File: config.mk
export PLATFORM = sky130hd
export DESIGN_NAME = exc_entry_seq
export DESIGN_NICKNAME = d
export VERILOG_FILES = /design/src/rtl/esq_pkg.sv /design/src/rtl/esq_accept.sv /design/src/rtl/esq_vector.sv /design/src/rtl/esq_shadow.sv /design/src/rtl/exc_entry_seq.sv
export SDC_FILE = /design/constraint.sdc
export NUM_CORES = 1
export LEC_CHECK = 0
export ABC_AREA = 1
export BUFFER_PORTS_ARGS = -buffer_cell sky130_fd_sc_hd__clkbuf_2
export CAP_MARGIN = 20
export CORE_UTILIZATION = 48
export DETAILED_ROUTE_END_ITERATION = 7
export GPL_TIMING_DRIVEN = 0
export MAX_ROUTING_LAYER = met4
export PLACE_DENSITY = 0.8
export SLEW_MARGIN = 30
export SYNTH_ARGS = -nofsm -noshare
export SYNTH_HDL_FRONTEND = slang
export SYNTH_SLANG_ARGS = --single-unit
File: constraint.sdc
create_clock -name clk -period 1.8 [get_ports clk]
set_clock_uncertainty 0.1 [all_clocks]
set_input_delay 0.18 -clock clk [delete_from_list [all_inputs] [get_ports clk]]
set_output_delay 0.18 -clock clk [all_outputs]
set_load 0.01 [all_outputs]
File: src/rtl/esq_pkg.sv
package esq_pkg;
    localparam int XLEN     = 32;
    localparam int BL_BIT   = 28;
    localparam int RB_BIT   = 29;
    localparam int MD_BIT   = 30;
    localparam int MASK_LSB = 4;
    localparam int MASK_W   = 4;

    typedef logic [XLEN-1:0] word_t;

    typedef enum logic [1:0] {
        ACT_IDLE   = 2'd0,
        ACT_ENTER  = 2'd1,
        ACT_RETURN = 2'd2
    } act_e;

    localparam word_t ENTRY_FLAGS = (word_t'(1) << BL_BIT)
                                  | (word_t'(1) << RB_BIT)
                                  | (word_t'(1) << MD_BIT);
    localparam word_t SR_RESET = ENTRY_FLAGS
                               | (word_t'((1 << MASK_W) - 1) << MASK_LSB);

    function automatic word_t sr_on_entry(input word_t s);
        return s | ENTRY_FLAGS;
    endfunction

    function automatic logic sr_blocked(input word_t s);
        return s[BL_BIT];
    endfunction

    function automatic logic [MASK_W-1:0] sr_mask(input word_t s);
        return s[MASK_LSB +: MASK_W];
    endfunction
endpackage

File: src/rtl/esq_accept.sv
module esq_accept
    import esq_pkg::*;
(
    input  logic irq_req,
    input  logic insn_boundary,
    input  logic rte,
    input  logic blocked,
    output act_e act
);
    always_comb begin
        if (rte)
            act = ACT_RETURN;
        else if (irq_req && insn_boundary && !blocked)
            act = ACT_ENTER;
        else
            act = ACT_IDLE;
    end
endmodule

File: src/rtl/esq_vector.sv
module esq_vector
    import esq_pkg::*;
#(
    parameter word_t VEC_OFS = word_t'(32'h0000_0600)
) (
    input  word_t vbr,
    output word_t handler
);
    always_comb handler = vbr + VEC_OFS;
endmodule

File: src/rtl/esq_shadow.sv
module esq_shadow
    import esq_pkg::*;
(
    input  logic  clk,
    input  logic  rst,
    input  act_e  act,
    input  word_t sr,
    input  word_t pc,
    output word_t ssr,
    output word_t spc
);
    always_ff @(posedge clk) begin
        if (rst) begin
            ssr <= '0;
            spc <= '0;
        end else if (act == ACT_ENTER) begin
            ssr <= sr;
            spc <= pc;
        end
    end

    p_save_r4: assert property (@(posedge clk) disable iff (rst)
        (act == ACT_ENTER) |=> (ssr == $past(sr)) && (spc == $past(pc)));
    p_shadow_kept_r8: assert property (@(posedge clk) disable iff (rst)
        (act == ACT_RETURN) |=> (ssr == $past(ssr)) && (spc == $past(spc)));
endmodule

File: src/rtl/exc_entry_seq.sv
module exc_entry_seq
    import esq_pkg::*;
#(
    parameter int    CODE_W  = 12,
    parameter word_t VEC_OFS = word_t'(32'h0000_0600)
) (
    input  logic              clk,
    input  logic              rst,
    input  logic              irq_req,
    input  logic [CODE_W-1:0] irq_code,
    input  logic              insn_boundary,
    input  logic              rte,
    input  logic              sr_wr,
    input  logic [XLEN-1:0]   sr_wdata,
    input  logic              pc_wr,
    input  logic [XLEN-1:0]   pc_wdata,
    input  logic              vbr_wr,
    input  logic [XLEN-1:0]   vbr_wdata,
    output logic [XLEN-1:0]   sr,
    output logic [XLEN-1:0]   pc,
    output logic [XLEN-1:0]   ssr,
    output logic [XLEN-1:0]   spc,
    output logic [XLEN-1:0]   vbr,
    output logic [CODE_W-1:0] evt_code,
    output logic [XLEN-1:0]   evt_code_ext,
    output logic              entered
);
    act_e  act;
    word_t handler;

    esq_accept u_accept (
        .irq_req       (irq_req),
        .insn_boundary (insn_boundary),
        .rte           (rte),
        .blocked       (sr_blocked(sr)),
        .act           (act)
    );

    esq_vector #(.VEC_OFS(VEC_OFS)) u_vector (
        .vbr     (vbr),
        .handler (handler)
    );

    esq_shadow u_shadow (
        .clk (clk),
        .rst (rst),
        .act (act),
        .sr  (sr),
        .pc  (pc),
        .ssr (ssr),
        .spc (spc)
    );

    // Status word and program counter: entry and return outrank execution writes.
    always_ff @(posedge clk) begin
        if (rst) begin
            sr <= SR_RESET;
            pc <= '0;
        end else begin
            unique case (act)
                ACT_ENTER: begin
                    sr <= sr_on_entry(sr);
                    pc <= handler;
                end
                ACT_RETURN: begin
                    sr <= ssr;
                    pc <= spc;
                end
                default: begin
                    if (sr_wr) sr <= sr_wdata;
                    if (pc_wr) pc <= pc_wdata;
                end
            endcase
        end
    end

    // Vector base is written independently of the sequencing.
    always_ff @(posedge clk) begin
        if (rst)         vbr <= '0;
        else if (vbr_wr) vbr <= vbr_wdata;
    end

    // Event registers and entry pulse.
    always_ff @(posedge clk) begin
        if (rst) begin
            evt_code     <= '0;
            evt_code_ext <= '0;
            entered      <= 1'b0;
        end else begin
            entered <= (act == ACT_ENTER);
            if (act == ACT_ENTER) begin
                evt_code     <= irq_code;
                evt_code_ext <= word_t'(irq_code);
            end
        end
    end

    p_evt_hold_r3: assert property (@(posedge clk) disable iff (rst)
        !entered |-> (evt_code == $past(evt_code)) && (evt_code_ext == $past(evt_code_ext)));
    p_flags_mask_r5: assert property (@(posedge clk) disable iff (rst)
        entered |-> sr[BL_BIT] && sr[RB_BIT] && sr[MD_BIT]
                    && (sr_mask(sr) == sr_mask($past(sr)))
                    && ((sr & ~ENTRY_FLAGS) == ($past(sr) & ~ENTRY_FLAGS)));
    p_vector_r6: assert property (@(posedge clk) disable iff (rst)
        entered |-> (pc == $past(vbr) + VEC_OFS));
    p_blocked_r7: assert property (@(posedge clk) disable iff (rst)
        (sr_blocked(sr) && !rte) |=> !entered);
    p_return_r8: assert property (@(posedge clk) disable iff (rst)
        rte |=> (sr == $past(ssr)) && (pc == $past(spc)) && !entered);
    p_pulse_r11: assert property (@(posedge clk) disable iff (rst)
        entered |=> !entered);
endmodule

# After elaboration in Yosys (flattened, before gate mapping)
# Cells that the tools add are included.
dict set report totals {
  wordCells 25
  ff_bits 173
  mem_bits_ro 0
  latch_bits 0
  ramBits 0
  inputBits 116
  n_memories 0
}
dict set report op_classes {
  n_eq_ne 2
  n_div 0
  bitwise 1
  n_reduce_logical 7
  muxes 6
  mul 0
  shift 0
  order_cmp 0
  add_sub_neg 1
}
# operator n
set ops {}
lappend ops {{$pmux W32 S2} 2}
lappend ops {{$mux W32} 2}
lappend ops {{$add A32 B11 Y32 const B} 1}
lappend ops {{$reduce_bool A3 Y1} 2}
lappend ops {{$eq A2 B1 Y1 const B} 1}
lappend ops {{$eq A2 B2 Y1 const B} 1}
lappend ops {{$logic_and A1 B1 Y1} 2}
lappend ops {{$mux W2} 1}
lappend ops {{$reduce_and A2 Y1} 1}
lappend ops {{$reduce_bool A2 Y1} 1}
lappend ops {{$logic_not A1 Y1} 1}
lappend ops {{$mux W1} 1}
lappend ops {{$not A1 Y1} 1}

# Depth between registers and ports, before layout
# Gate-level depths: netlist of the first run.
dict set report logic_depth {
  depth_word 7
  mapped_depth 10
}

# Hierarchy
# A second synthesis of the first run with hierarchy kept.
dict set report hier_totals {
  cells_unflattened 1444
  area_unflattened_um2 9178.8
}
# mod cells_per_inst area_each_um2 instances seq_area_each_um2
set modules_own_cells {}
lappend modules_own_cells {exc_entry_seq 893 5743.0 1 2182.1}
lappend modules_own_cells {esq_shadow 413 2740.1 1 1281.2}
lappend modules_own_cells {esq_vector 132 666.9 1 0.0}
lappend modules_own_cells {esq_accept 6 28.8 1 0.0}

# Worst setup path after synthesis of the first run
# Ideal clock, no wire load.
dict set report synth_path {
  path_kind {flip-flop to flip-flop}
  startpoint {reg vbr[9]}
  endpoint {reg pc[27]}
  setup_ns 0.117
  t_arrival_ns 1.485
  required_ns 1.583
  setup_slack_ns 0.098
  path_stages_with_launch 11
  n_path_buf 0
  path_cell_list {dfxtp_1 > inv_1 > ha_1 > inv_1 > nand3_2 > nor2_2 > nand4_2 > nor2_2 > nand3_1 > nand3_1 > nand2_1}
}
dict set report synth_between {
  elab_chain_cells 2
}
# element line_no
set synth_rtl {}
lappend synth_rtl {{start: declaration} exc_entry_seq.sv:23} ;# output logic [XLEN-1:0] vbr,
lappend synth_rtl {{start signal: assignment} exc_entry_seq.sv:80} ;# else if (vbr_wr) vbr <= vbr_wdata;
lappend synth_rtl {{$add A32 B11 Y32} esq_vector.sv:9} ;# always_comb handler = vbr + VEC_OFS;
lappend synth_rtl {{$pmux W32 S2} exc_entry_seq.sv:60} ;# unique case (act)
lappend synth_rtl {{end signal: assignment} exc_entry_seq.sv:63} ;# pc <= handler;
lappend synth_rtl {{end signal: assignment} exc_entry_seq.sv:67} ;# pc <= spc;
lappend synth_rtl {{end signal: assignment} exc_entry_seq.sv:71} ;# if (pc_wr) pc <= pc_wdata;
lappend synth_rtl {{end: declaration} exc_entry_seq.sv:20} ;# output logic [XLEN-1:0] pc,
# No other way between the ends.
# A chain may end at the register's enable or synchronous reset.

==> flow_metrics.py, run 1 <==
metrics = {
    "synthesis": {
        "yosysWarningCount": 0,
        "ys_seq_area_share_pct": 45.8,
        "syn_inst": 1041,
        "async_reset_ff_share_pct": 0,
        "synth.avg_cell_area_um2": 7.26,
        "yosysTopAreaCell": "dfxtp_1",
        "synth_top_family_by_area": "simple AND/OR/NAND/NOR gates",
        "ys_ff_latch": 173,
        "synth_compound_gate_area_share_pct": 20.8,
        "synth_simple_gate_area_share_pct": 23.5,
        "synth_fa_ha_area_share_pct": 0.166,
        "synth_xor_area_share_pct": 0,
        "yosysMostFrequentCell": "nor2_1",
        "synth_mux_area_share_pct": 0,
        "synthFlopType": "dfxtp_1",
        "synth_edf_count": 0,
        "synth.area.top_cells": "dfxtp_1 (46%), o21ai_0 (12%), nor2_1 (11%), nand2_1 (7.7%), a21oi_1 (4.9%)",
        "netlist_area_mm2": 0.00756,
        "synth.top_cell.area_share_pct": 45.8,
        "synth_common_cells": "nor2_1 (225), o21ai_0 (179), dfxtp_1 (173)",
        "synth.distinct_cells": 40,
    },
    "power_and_ir_drop": {
        "p_leak_nw": 5.39,
        "irDropWorstVdd_uv": 670,
        "powerDensity_mw_per_mm2": 847,
    },
    "sta": {
        "fin_crit_sh_pct": 94.2,
        "relSlewSlack_pct": 58.4,
        "finalSetupTns_ns": 0,
        "setup_viol": 0,
        "fin_crit_ns": 1.70,
        "drv_slew": 0,
        "hold_viol": 0,
        "rsz0062_at_grt": "false",
        "hold_ws_ns": 0.00869,
        "fmax_mhz": 589,
        "tightest_slew_ns": 0.625,
    },
    "setup_path": {
        "worstPathArrival_ns": 1.97,
        "critPathKind": "in -> reg",
        "crit_fanout": 10,
        "critPathRequiredTime_ns": 2.08,
        "worstSetupStartpointType": "primary input",
        "slowest_delay_ns": 0.54,
        "slowest_stage": "dlygate4sd3_1",
        "cp-end-kind": "flip-flop",
        "worstPathCellList": "dlygate4sd3_1, buf_2, inv_1, buf_2, clkbuf_1, o21ai_0, nor2_1",
        "crit_path_frequent_cell": "buf_2",
    },
    "clocking": {
        "root_buffer": "clkbuf_16",
        "clock-sinks": 173,
        "clk_path_buf_depth": 2,
        "htreeDepth": 4,
        "clk_latency_ns": 0.44,
        "cts_tree": "built",
        "cts.clk_slew.worst_paths_ns": 0.07,
        "cts_buffers": 17,
    },
    "place": {
        "dp.cells": 1568,
        "dpl.hpwl_mm": 20.2,
        "port-buffer-count": 297,
        "placed_cell_area_mm2": 0.00938,
        "gp_congestion": 0.949,
    },
    "global_route": {
        "grt.overflow.total": 0,
        "grt_pass1_wl_mm": 44.9,
        "grt_pass1_vias": 8611,
        "antenna_found_initial": 0,
        "grtUsageTotal_pct": 36.8,
        "grt_max_degree": 17,
    },
    "routing": {
        "via_count": 9137,
        "dr.max_layer_used": "met4",
        "wl_met1_mm": 12.2,
        "antenna_left": 0,
        "dr.pass1.iters": 7,
        "met3_length_mm": 2.25,
        "route.detailed.drc": 0,
        "wl_per_cell_um": 17.4,
        "dr_wl_met2_mm": 13.8,
        "viasPerCell": 5.39,
        "drt_wl_total_mm": 29.6,
        "first_iter_violations": 745,
    },
    "final_layout": {
        "drive_gt1_share_pct": 29.7,
        "regArea_mm2": 0.00347,
        "fillers": 1167,
        "multi_input_area_mm2": 0.00347,
        "final_cell_count_no_fill": 1695,
        "finish.net_count": 1587,
        "final_util_pct": 71.7,
        "areaGrowthSynthToFinish_pct": 44.8,
        "fin_area_mm2": 0.0109,
    },
    "worst_hold_path": {
        "min_path_type": "in -> reg",
    },
    "floorplanning": {
        "die_y_um": 127,
        "dieArea_mm2": 0.0162,
        "core-area_mm2": 0.0153,
        "io_pins": 321,
        "fp-row-count": 45,
        "dieWidth_um": 127,
        "start_util_pct": 49.5,
    },
    "status": {
        "outcome": "complete, no violations",
    },
    "job": {
        "drv_cap": 0,
    },
}
worst max-delay path, delay by kind of cell:
| kind | cells | cell delay (ns) |
|---|---|---|
| AO/OA/AOI/OAI | 1 | 0.18 |
| buffers and inverters | 5 | 1.48 |
| AND/OR/NAND/NOR | 1 | 0.13 |
where the power goes:
part / internal, mW / switching, mW
Clock: 1.98 / 1.65
Combinational: 0.610 / 0.795
Sequential: 4.03 / 0.199
final cells by class:
type	instances	area share, %
flip-flops and latches	173	31.8
multi-input cells	750	31.7
repair buffers	391	22.1
plain buffers	100	5.44
clock buffers	19	4.14
well taps	211	2.41
inverters	37	1.32
clock inverters	13	1.05
diodes	1	0.0229
per-stage QoR:
step / total power, mW / setup WS (ns)
CTS: 9.18 / 0.0501
floorplan: 4.92 / 0.0981
global route: 9.53 / 0.00295
global placement: 5.47 / -0.0869
detailed placement: 5.49 / -0.122
finish: 9.27 / 0.104
sequential cells by signal, summed over array words and instances, names as in the netlist:
register and cells:
u_shadow.ssr 32, sr 32, u_shadow.spc 32, evt_code 12, entered 1, vbr 32, pc 32
cell families after synthesis:
family,count (synthesis)
simple gates,434
compound gates,295
flops,173
buf+inv,137
fa+ha+maj,1
other cells,1
what timing repair did:
action                                  4_1_cts  5_1_grt
endpoints found under the hold margin        96        0
gates resized for setup                       2       29
setup buffers                                 1        1
hold buffers                                 92        0
pin swaps                                     1        2
endpoints found under the setup margin        3       34
cells in the final DEF, fill, tap and decap left out, drive strengths merged, types with 2 or more instances in the layout:
master and count:
a21boi 2, a21oi 75, a31oi 9, a41oi 7, buf 75, clkbuf 343, clkinv 7, clkinvlp 3
conb 20, dfxtp 173, dlygate4sd3 92, inv 39, nand2 161, nand3 34, nand4 3, nor2 231
nor3 2, o211ai 13, o21ai 186, or2 2
routing by layer:
metal | GRT usage, % | up-vias
met2 | 58.7 | 574
met4 | 17.7 | 0
met1 | 45.2 | 4191
li1 | - | 4256
met5 | - | -
met3 | 6.41 | 116
path summary, 6_finish.rpt:
| check | start | end | slack (ns) | cells after the start |
|---|---|---|---|---|
| hold / removal | pc_wdata[30] | pc[30] | 0.009 | 5 |
| hold reg to reg | u_shadow.ssr[28] | u_shadow.ssr[28] | 0.36 | 2 |
| setup reg to reg | vbr[15] | pc[26] | 0.10 | 9 |
| setup / recovery | rst | vbr[1] | 0.10 | 7 |
Note: power is estimated with default switching activity, not from simulation.
==> inputs of run 2 (changes only) <==
--- a/config.mk
+++ b/config.mk
@@ -7,8 +7,9 @@
 export LEC_CHECK = 0
 export ABC_AREA = 1
 export BUFFER_PORTS_ARGS = -buffer_cell sky130_fd_sc_hd__clkbuf_2
-export CAP_MARGIN = 20
+export CAP_MARGIN = 25
 export CORE_UTILIZATION = 48
+export CTS_CLUSTER_SIZE = 16
 export DETAILED_ROUTE_END_ITERATION = 7
 export GPL_TIMING_DRIVEN = 0
 export MAX_ROUTING_LAYER = met4
==> constraint.sdc (replaced) <==
create_clock -name clk -period 1.6 [get_ports clk]
set_clock_uncertainty 0.1 [all_clocks]
set_input_delay 0.16 -clock clk [delete_from_list [all_inputs] [get_ports clk]]
set_output_delay 0.16 -clock clk [all_outputs]
set_load 0.01 [all_outputs]
==> flow_metrics.py, run 2 (synthesis gave the netlist of run 1 again) <==
metrics = {
    "clocking": {
        "root_buffer": "clkbuf_16",
        "cts_tree": "built",
        "clk_path_buf_depth": 2,
        "clk_latency_ns": 0.43,
        "htreeDepth": 4,
        "cts.clk_slew.worst_paths_ns": 0.06,
        "cts_buffers": 17,
        "clock-sinks": 173,
    },
    "setup_path": {
        "worstPathCellList": "inv_2, nand3_4, nor2_8, buf_4, buf_4, nand3_1, a31oi_1",
        "cp-endpoint": "pc[12]",
        "crit_fanout": 10,
        "slowest_stage": "dfxtp_2",
        "worstSetupStartpoint": "sr[28]",
        "slowest_delay_ns": 0.34,
        "worstPathArrival_ns": 1.85,
        "crit_path_frequent_cell": "buf_4",
        "reg2reg_depth": 7,
        "rrSetupSlack_ns": 0.009,
        "critPathRequiredTime_ns": 1.85,
        "worstSetupStartpointType": "flip-flop",
        "worstReg2RegEnd": "pc[12]",
        "cp-end-kind": "flip-flop",
        "critPathKind": "reg -> reg",
        "timing.rr.start": "sr[28]",
    },
    "final_layout": {
        "final_common_cell": "clkbuf_2",
        "finish.net_count": 1595,
        "areaGrowthSynthToFinish_pct": 46.7,
        "diodes": 0,
        "drive_gt1_share_pct": 30.2,
        "final_cell_mix": "clkbuf_2 (302), nor2_1 (221), o21ai_0 (172)",
    },
    "place": {
        "gp_congestion": 0.950,
        "dpl.hpwl_mm": 20.0,
        "port-buffer-count": 297,
    },
    "power_and_ir_drop": {
        "p_sw_mw": 2.79,
        "clockPowerShare_pct": 38.2,
        "swShare_pct": 27.1,
        "finalPower_mw": 10.3,
        "irDropWorstVdd_uv": 763,
        "seq_power_share_pct": 46.1,
        "intPower_mw": 7.52,
        "p_leak_nw": 5.41,
        "powerDensity_mw_per_mm2": 930,
        "comb_power_share_pct": 15.6,
    },
    "floorplanning": {
        "die_y_um": 127,
        "dieArea_mm2": 0.0162,
        "core-area_mm2": 0.0153,
        "io_pins": 321,
        "dieWidth_um": 127,
        "fp-row-count": 45,
        "start_util_pct": 49.5,
    },
    "sta": {
        "fin_crit_sh_pct": 99.5,
        "hold_ws_ns": 0.00646,
        "hold_viol": 0,
        "setup_viol": 0,
        "fin_crit_ns": 1.59,
        "relSlewSlack_pct": 57.1,
        "tightest_slew_ns": 0.643,
        "rsz0062_at_grt": "true",
        "fmax_mhz": 628,
        "drv_slew": 0,
    },
    "global_route": {
        "grt_max_degree": 17,
        "grtUsageTotal_pct": 36.0,
        "antenna_found_initial": 0,
        "grt_pass1_wl_mm": 44.1,
        "grt_pass1_vias": 8436,
        "grt.overflow.total": 0,
    },
    "job": {
        "drv_cap": 0,
    },
    "worst_hold_path": {
        "min_path_type": "in -> reg",
        "min_from": "rst",
        "min_path_cells": 4,
    },
    "status": {
        "outcome": "complete, no violations",
    },
    "routing": {
        "first_iter_violations": 862,
        "viasPerCell": 5.32,
        "route.detailed.drc": 0,
        "via_count": 9039,
        "drt_wl_total_mm": 28.7,
        "wl_per_cell_um": 16.9,
        "antenna_left": 0,
        "dr.pass1.iters": 7,
    },
}
[run 2: worst min path at each step]
stage | endpoint | slack, ns
after global routing | pc[12] | 0.02
final | pc[18] | 0.006
after CTS | pc[18] | 0.0008
after floorplan | vbr[0] | 0.19
after global placement | vbr[15] | 0.28
after detailed placement | vbr[14] | 0.29
[run 2: critical path, delay by kind of cell (launching register included)]
kind / cells / cell delay, ns
simple gates: 3 / 0.40
flops: 1 / 0.34
buf+inv: 3 / 0.49
compound gates: 1 / 0.18
[run 2: final cells by class]
type	instances	area [um2]
Fill cell	1211	4180
Multi-Input combinational cell	750	3510
Sequential cell	173	3490
Timing Repair Buffer	400	2500
Buffer	99	634
Clock buffer	22	444
Tap cell	211	264
Inverter	37	149
Clock inverter	7	93.8
[run 2: repair_timing]
item                       in CTS  in global routing
buffers inserted                5                  3
pin swaps                       2                  4
hold buffers                   95                  0
hold endpoints to repair       99                  0
gates resized for setup        14                 56
setup endpoints to repair      32                115
[run 2: routing by layer]
| layer | track usage [%] | share of wire (%) | vias up |
|---|---|---|---|
| met1 | 45.0 | 42 | 4133 |
| met2 | 55.7 | 46 | 507 |
| met3 | 5.95 | 7.7 | 124 |
| met4 | 19.7 | 5.1 | 0 |
| li1 | - | - | 4275 |
| met5 | - | 0 | - |
[run 2: power by group through the flow]
stage	Sequential [mW]	Clock, mW	Combinational, mW
6_report	4.76	3.94	1.61
2_1_floorplan	4.89	0	0.643
5_1_grt	4.78	4.11	1.75
4_1_cts	4.74	3.94	1.54
3_3_place_gp	4.83	0	1.31
3_5_place_dp	4.84	0	1.33
[run 2: metrics by stage]
stage / cells / TNS [ns] / util (%) / cell area (um2) / setup WS (ns)
floorplan: 1060 / 0 / - / 7630 / 0.0145
global placement: 1568 / -0.493 / 61.5 / 9390 / -0.127
detailed placement: 1568 / -0.718 / 61.5 / 9390 / -0.168
CTS: 1697 / -0.0222 / 71.8 / 11000 / -0.0167
global route: 1699 / -0.373 / 72.6 / 11100 / -0.0379
finish: 1699 / 0 / 72.6 / 11100 / 0.00865
==> inputs of run 3 (changes only) <==
--- a/config.mk
+++ b/config.mk
@@ -8,13 +8,14 @@
 export ABC_AREA = 1
 export BUFFER_PORTS_ARGS = -buffer_cell sky130_fd_sc_hd__clkbuf_2
 export CAP_MARGIN = 25
-export CORE_UTILIZATION = 48
+export CORE_UTILIZATION = 51
 export CTS_CLUSTER_SIZE = 16
 export DETAILED_ROUTE_END_ITERATION = 7
 export GPL_TIMING_DRIVEN = 0
 export MAX_ROUTING_LAYER = met4
-export PLACE_DENSITY = 0.8
+export PLACE_DENSITY = 0.81
 export SLEW_MARGIN = 30
 export SYNTH_ARGS = -nofsm -noshare
 export SYNTH_HDL_FRONTEND = slang
+export SYNTH_HIERARCHICAL = 1
 export SYNTH_SLANG_ARGS = --single-unit
==> flow_metrics.py, run 3 <==
metrics = {
    "place": {
        "dpl.hpwl_mm": 22.1,
        "placed_cell_area_mm2": 0.0111,
        "port-buffer-count": 300,
        "gp_congestion": 0.917,
    },
    "sta": {
        "fmax_mhz": 526,
        "drv_slew": 0,
        "hold_viol": 0,
        "fin_crit_ns": 1.90,
        "finalSetupTns_ns": -11.07,
        "setup_viol": 72,
        "fin_crit_sh_pct": 119,
        "relSlewSlack_pct": 63.8,
        "setup_slack_ns": -0.302,
        "rsz0062_at_grt": "true",
        "tightest_slew_ns": 0.543,
    },
    "setup_path": {
        "timing.rr.start": "sr[28]",
        "worstPathCellList": "inv_2, nand2_2, nor2_4, inv_2, ha_4, inv_8, buf_12, clkbuf_16, nand3_2, nand2_1, nor2_1, nor2_1",
        "cp-end-kind": "flip-flop",
        "path_buf_inv": 5,
        "critPathKind": "reg -> reg",
        "worstSetupStartpointType": "flip-flop",
        "worstSetupStartpoint": "sr[28]",
        "reg2reg_depth": 12,
        "critPathRequiredTime_ns": 1.82,
        "worstReg2RegEnd": "pc[7]",
        "cp.depth": 12,
        "cp-endpoint": "pc[7]",
        "worst_path_dominant_cell_family": "simple AND/OR/NAND/NOR gates",
        "slowest_delay_ns": 0.35,
        "crit_fanout": 7,
        "worstPathArrival_ns": 2.13,
        "slowest_stage": "dfxtp_4",
        "rrSetupSlack_ns": -0.30,
    },
    "status": {
        "violations": "setup timing",
        "outcome": "complete, but fails checks",
    },
    "synthesis": {
        "synth.top_cell.area_share_pct": 37.7,
        "netlist_area_mm2": 0.00918,
        "ys_ff_latch": 173,
        "synth.distinct_cells": 23,
        "synth.area.top_cells": "dfxtp_1 (38%), nand2_1 (15%), nor2_1 (15%), nand3_1 (9.5%), inv_1 (4.7%)",
        "synth_edf_count": 0,
        "async_reset_ff_share_pct": 0,
        "yosysMostFrequentCell": "nand2_1",
        "yosysTopAreaCell": "dfxtp_1",
        "yosysWarningCount": 6,
        "synthFlopType": "dfxtp_1",
        "synth.avg_cell_area_um2": 6.36,
        "syn_inst": 1444,
        "ys_seq_area_share_pct": 37.7,
        "synth_common_cells": "nand2_1 (375), nor2_1 (357), nand3_1 (174)",
    },
    "floorplanning": {
        "fp-row-count": 48,
        "core-area_mm2": 0.0174,
        "die_y_um": 136,
        "dieWidth_um": 136,
        "dieArea_mm2": 0.0185,
        "start_util_pct": 52.7,
        "io_pins": 321,
    },
    "clocking": {
        "clk_path_buf_depth": 2,
        "clk_latency_ns": 0.44,
        "cts.clk_slew.worst_paths_ns": 0.07,
        "clock-sinks": 173,
        "htreeDepth": 4,
        "cts_tree": "built",
        "cts_buffers": 17,
        "root_buffer": "clkbuf_16",
    },
    "final_layout": {
        "final_common_cell": "nand2_1",
        "fin_area_mm2": 0.0136,
        "diodes": 0,
        "areaGrowthSynthToFinish_pct": 47.8,
        "fillers": 1256,
        "multi_input_area_mm2": 0.00484,
        "drive_gt1_share_pct": 28.9,
        "final_cell_mix": "nand2_1 (359), nor2_1 (352), clkbuf_2 (301)",
        "regArea_mm2": 0.00348,
        "finish.net_count": 2029,
    },
    "power_and_ir_drop": {
        "powerDensity_mw_per_mm2": 844,
        "swShare_pct": 29.4,
        "p_sw_mw": 3.36,
        "clockPowerShare_pct": 38.6,
        "seq_power_share_pct": 41.4,
        "irDropWorstVdd_uv": 827,
        "comb_power_share_pct": 20.0,
        "intPower_mw": 8.09,
        "p_leak_nw": 6.86,
    },
    "routing": {
        "antenna_left": 0,
        "wl_per_cell_um": 15.7,
        "viasPerCell": 5.11,
        "via_count": 11000,
        "first_iter_violations": 902,
        "drt_wl_total_mm": 33.8,
        "dr.pass1.iters": 7,
        "route.detailed.drc": 0,
    },
    "job": {
        "drv_cap": 0,
    },
    "global_route": {
        "grt_max_degree": 17,
        "grt.overflow.total": 0,
        "grtUsageTotal_pct": 35.5,
        "grt_pass1_wl_mm": 49.4,
        "antenna_found_initial": 0,
        "grt_pass1_vias": 9748,
    },
    "worst_hold_path": {
        "min_path_type": "in -> reg",
    },
}
[run 3: cell count changes after synthesis, sizes merged, moves of 9 or more]
cell / delta
a21oi: -75
a31oi: -9
buf: +37
clkbuf: -9
inv: +84
nand2: +220
nand3: +140
nand3b: +36
nor2: +134
o211ai: -13
o21ai: -141
[run 3: kinds of logic (layout without fill, tap and decap cells)]
kind of cell / Yosys count / count (layout) / share of synthesized area (%)
and+or+nand+nor: 959 / 959 / 43.9
buffers and inverters: 248 / 707 / 14.0
DFF: 173 / 173 / 37.7
AOI/OAI and AO/OA: 45 / 45 / 2.45
xor gates and xnor gates: 14 / 14 / 1.34
adders and majority gates: 4 / 4 / 0.545
other: 1 / 20 / 0.0409
[run 3: through the flow]
step           setup slack, ns  cells  utilization, %  total power, mW  hold slack [ns]
2_1_floorplan          -0.0355   1463               -             5.92            0.132
3_3_place_gp            -0.295   1988            63.7             6.60            0.281
3_5_place_dp            -0.370   1988            63.7             6.63            0.287
4_1_cts                 -0.200   2132            74.5             11.2          0.00530
5_1_grt                 -0.362   2147            77.9             11.9           0.0229
6_report                -0.302   2147            77.9             11.5           0.0195
[run 3: repair_timing]
action	in CTS	in global routing
hold endpoints to repair	106	0
pin swaps	5	36
hold buffers	107	0
buffers inserted	5	11
endpoints found under the setup margin	135	145
resized for setup	43	110
cloned	0	4
[run 3: worst reg2reg max path: cells and delay by family, from the launching register on]
| family | cells | cell delay (ns) |
|---|---|---|
| adder cells (fa/ha/maj) | 1 | 0.31 |
| buffers and inverters | 5 | 0.49 |
| AND/OR/NAND/NOR | 6 | 0.55 |
| flip-flops | 1 | 0.35 |
[run 3: how the worst min path moves through the flow]
stage / start / end / depth (start not counted) / slack [ns]
2_1_floorplan: rst / entered / 1 / 0.13
3_3_place_gp: vbr_wdata[5] / vbr[5] / 3 / 0.28
3_5_place_dp: vbr_wdata[18] / vbr[18] / 3 / 0.29
4_1_cts: sr_wdata[2] / sr[2] / 5 / 0.005
5_1_grt: pc_wdata[17] / pc[17] / 5 / 0.02
6_report: pc_wdata[17] / pc[17] / 5 / 0.02
[run 3: per-layer routing]
metal / global-route usage [%] / vias to the layer above / wire [um]
met2: 59.9 / 640 / 16400
met1: 40.4 / 4899 / 12800
met5: - / - / 0
met4: 15.2 / 0 / 1290
li1: - / 5314 / -
met3: 7.68 / 110 / 3250
[run 3: power groups by stage]
stage          clock network (mW)  logic [mW]  registers, mW
5_1_grt                      4.63        2.48           4.76
6_report                     4.42        2.29           4.74
3_3_place_gp                    0        1.78           4.82
3_5_place_dp                    0        1.80           4.82
2_1_floorplan                   0        1.05           4.87
4_1_cts                      4.42        2.07           4.73
[run 3: final cells by class]
type	instances	area share [%]
Tap cell	225	2.08
Timing Repair Buffer	427	20.8
Multi-Input combinational cell	1042	35.7
Clock buffer	18	3.24
Clock inverter	14	1.33
Inverter	120	3.39
Sequential cell	173	25.7
Buffer	128	7.80
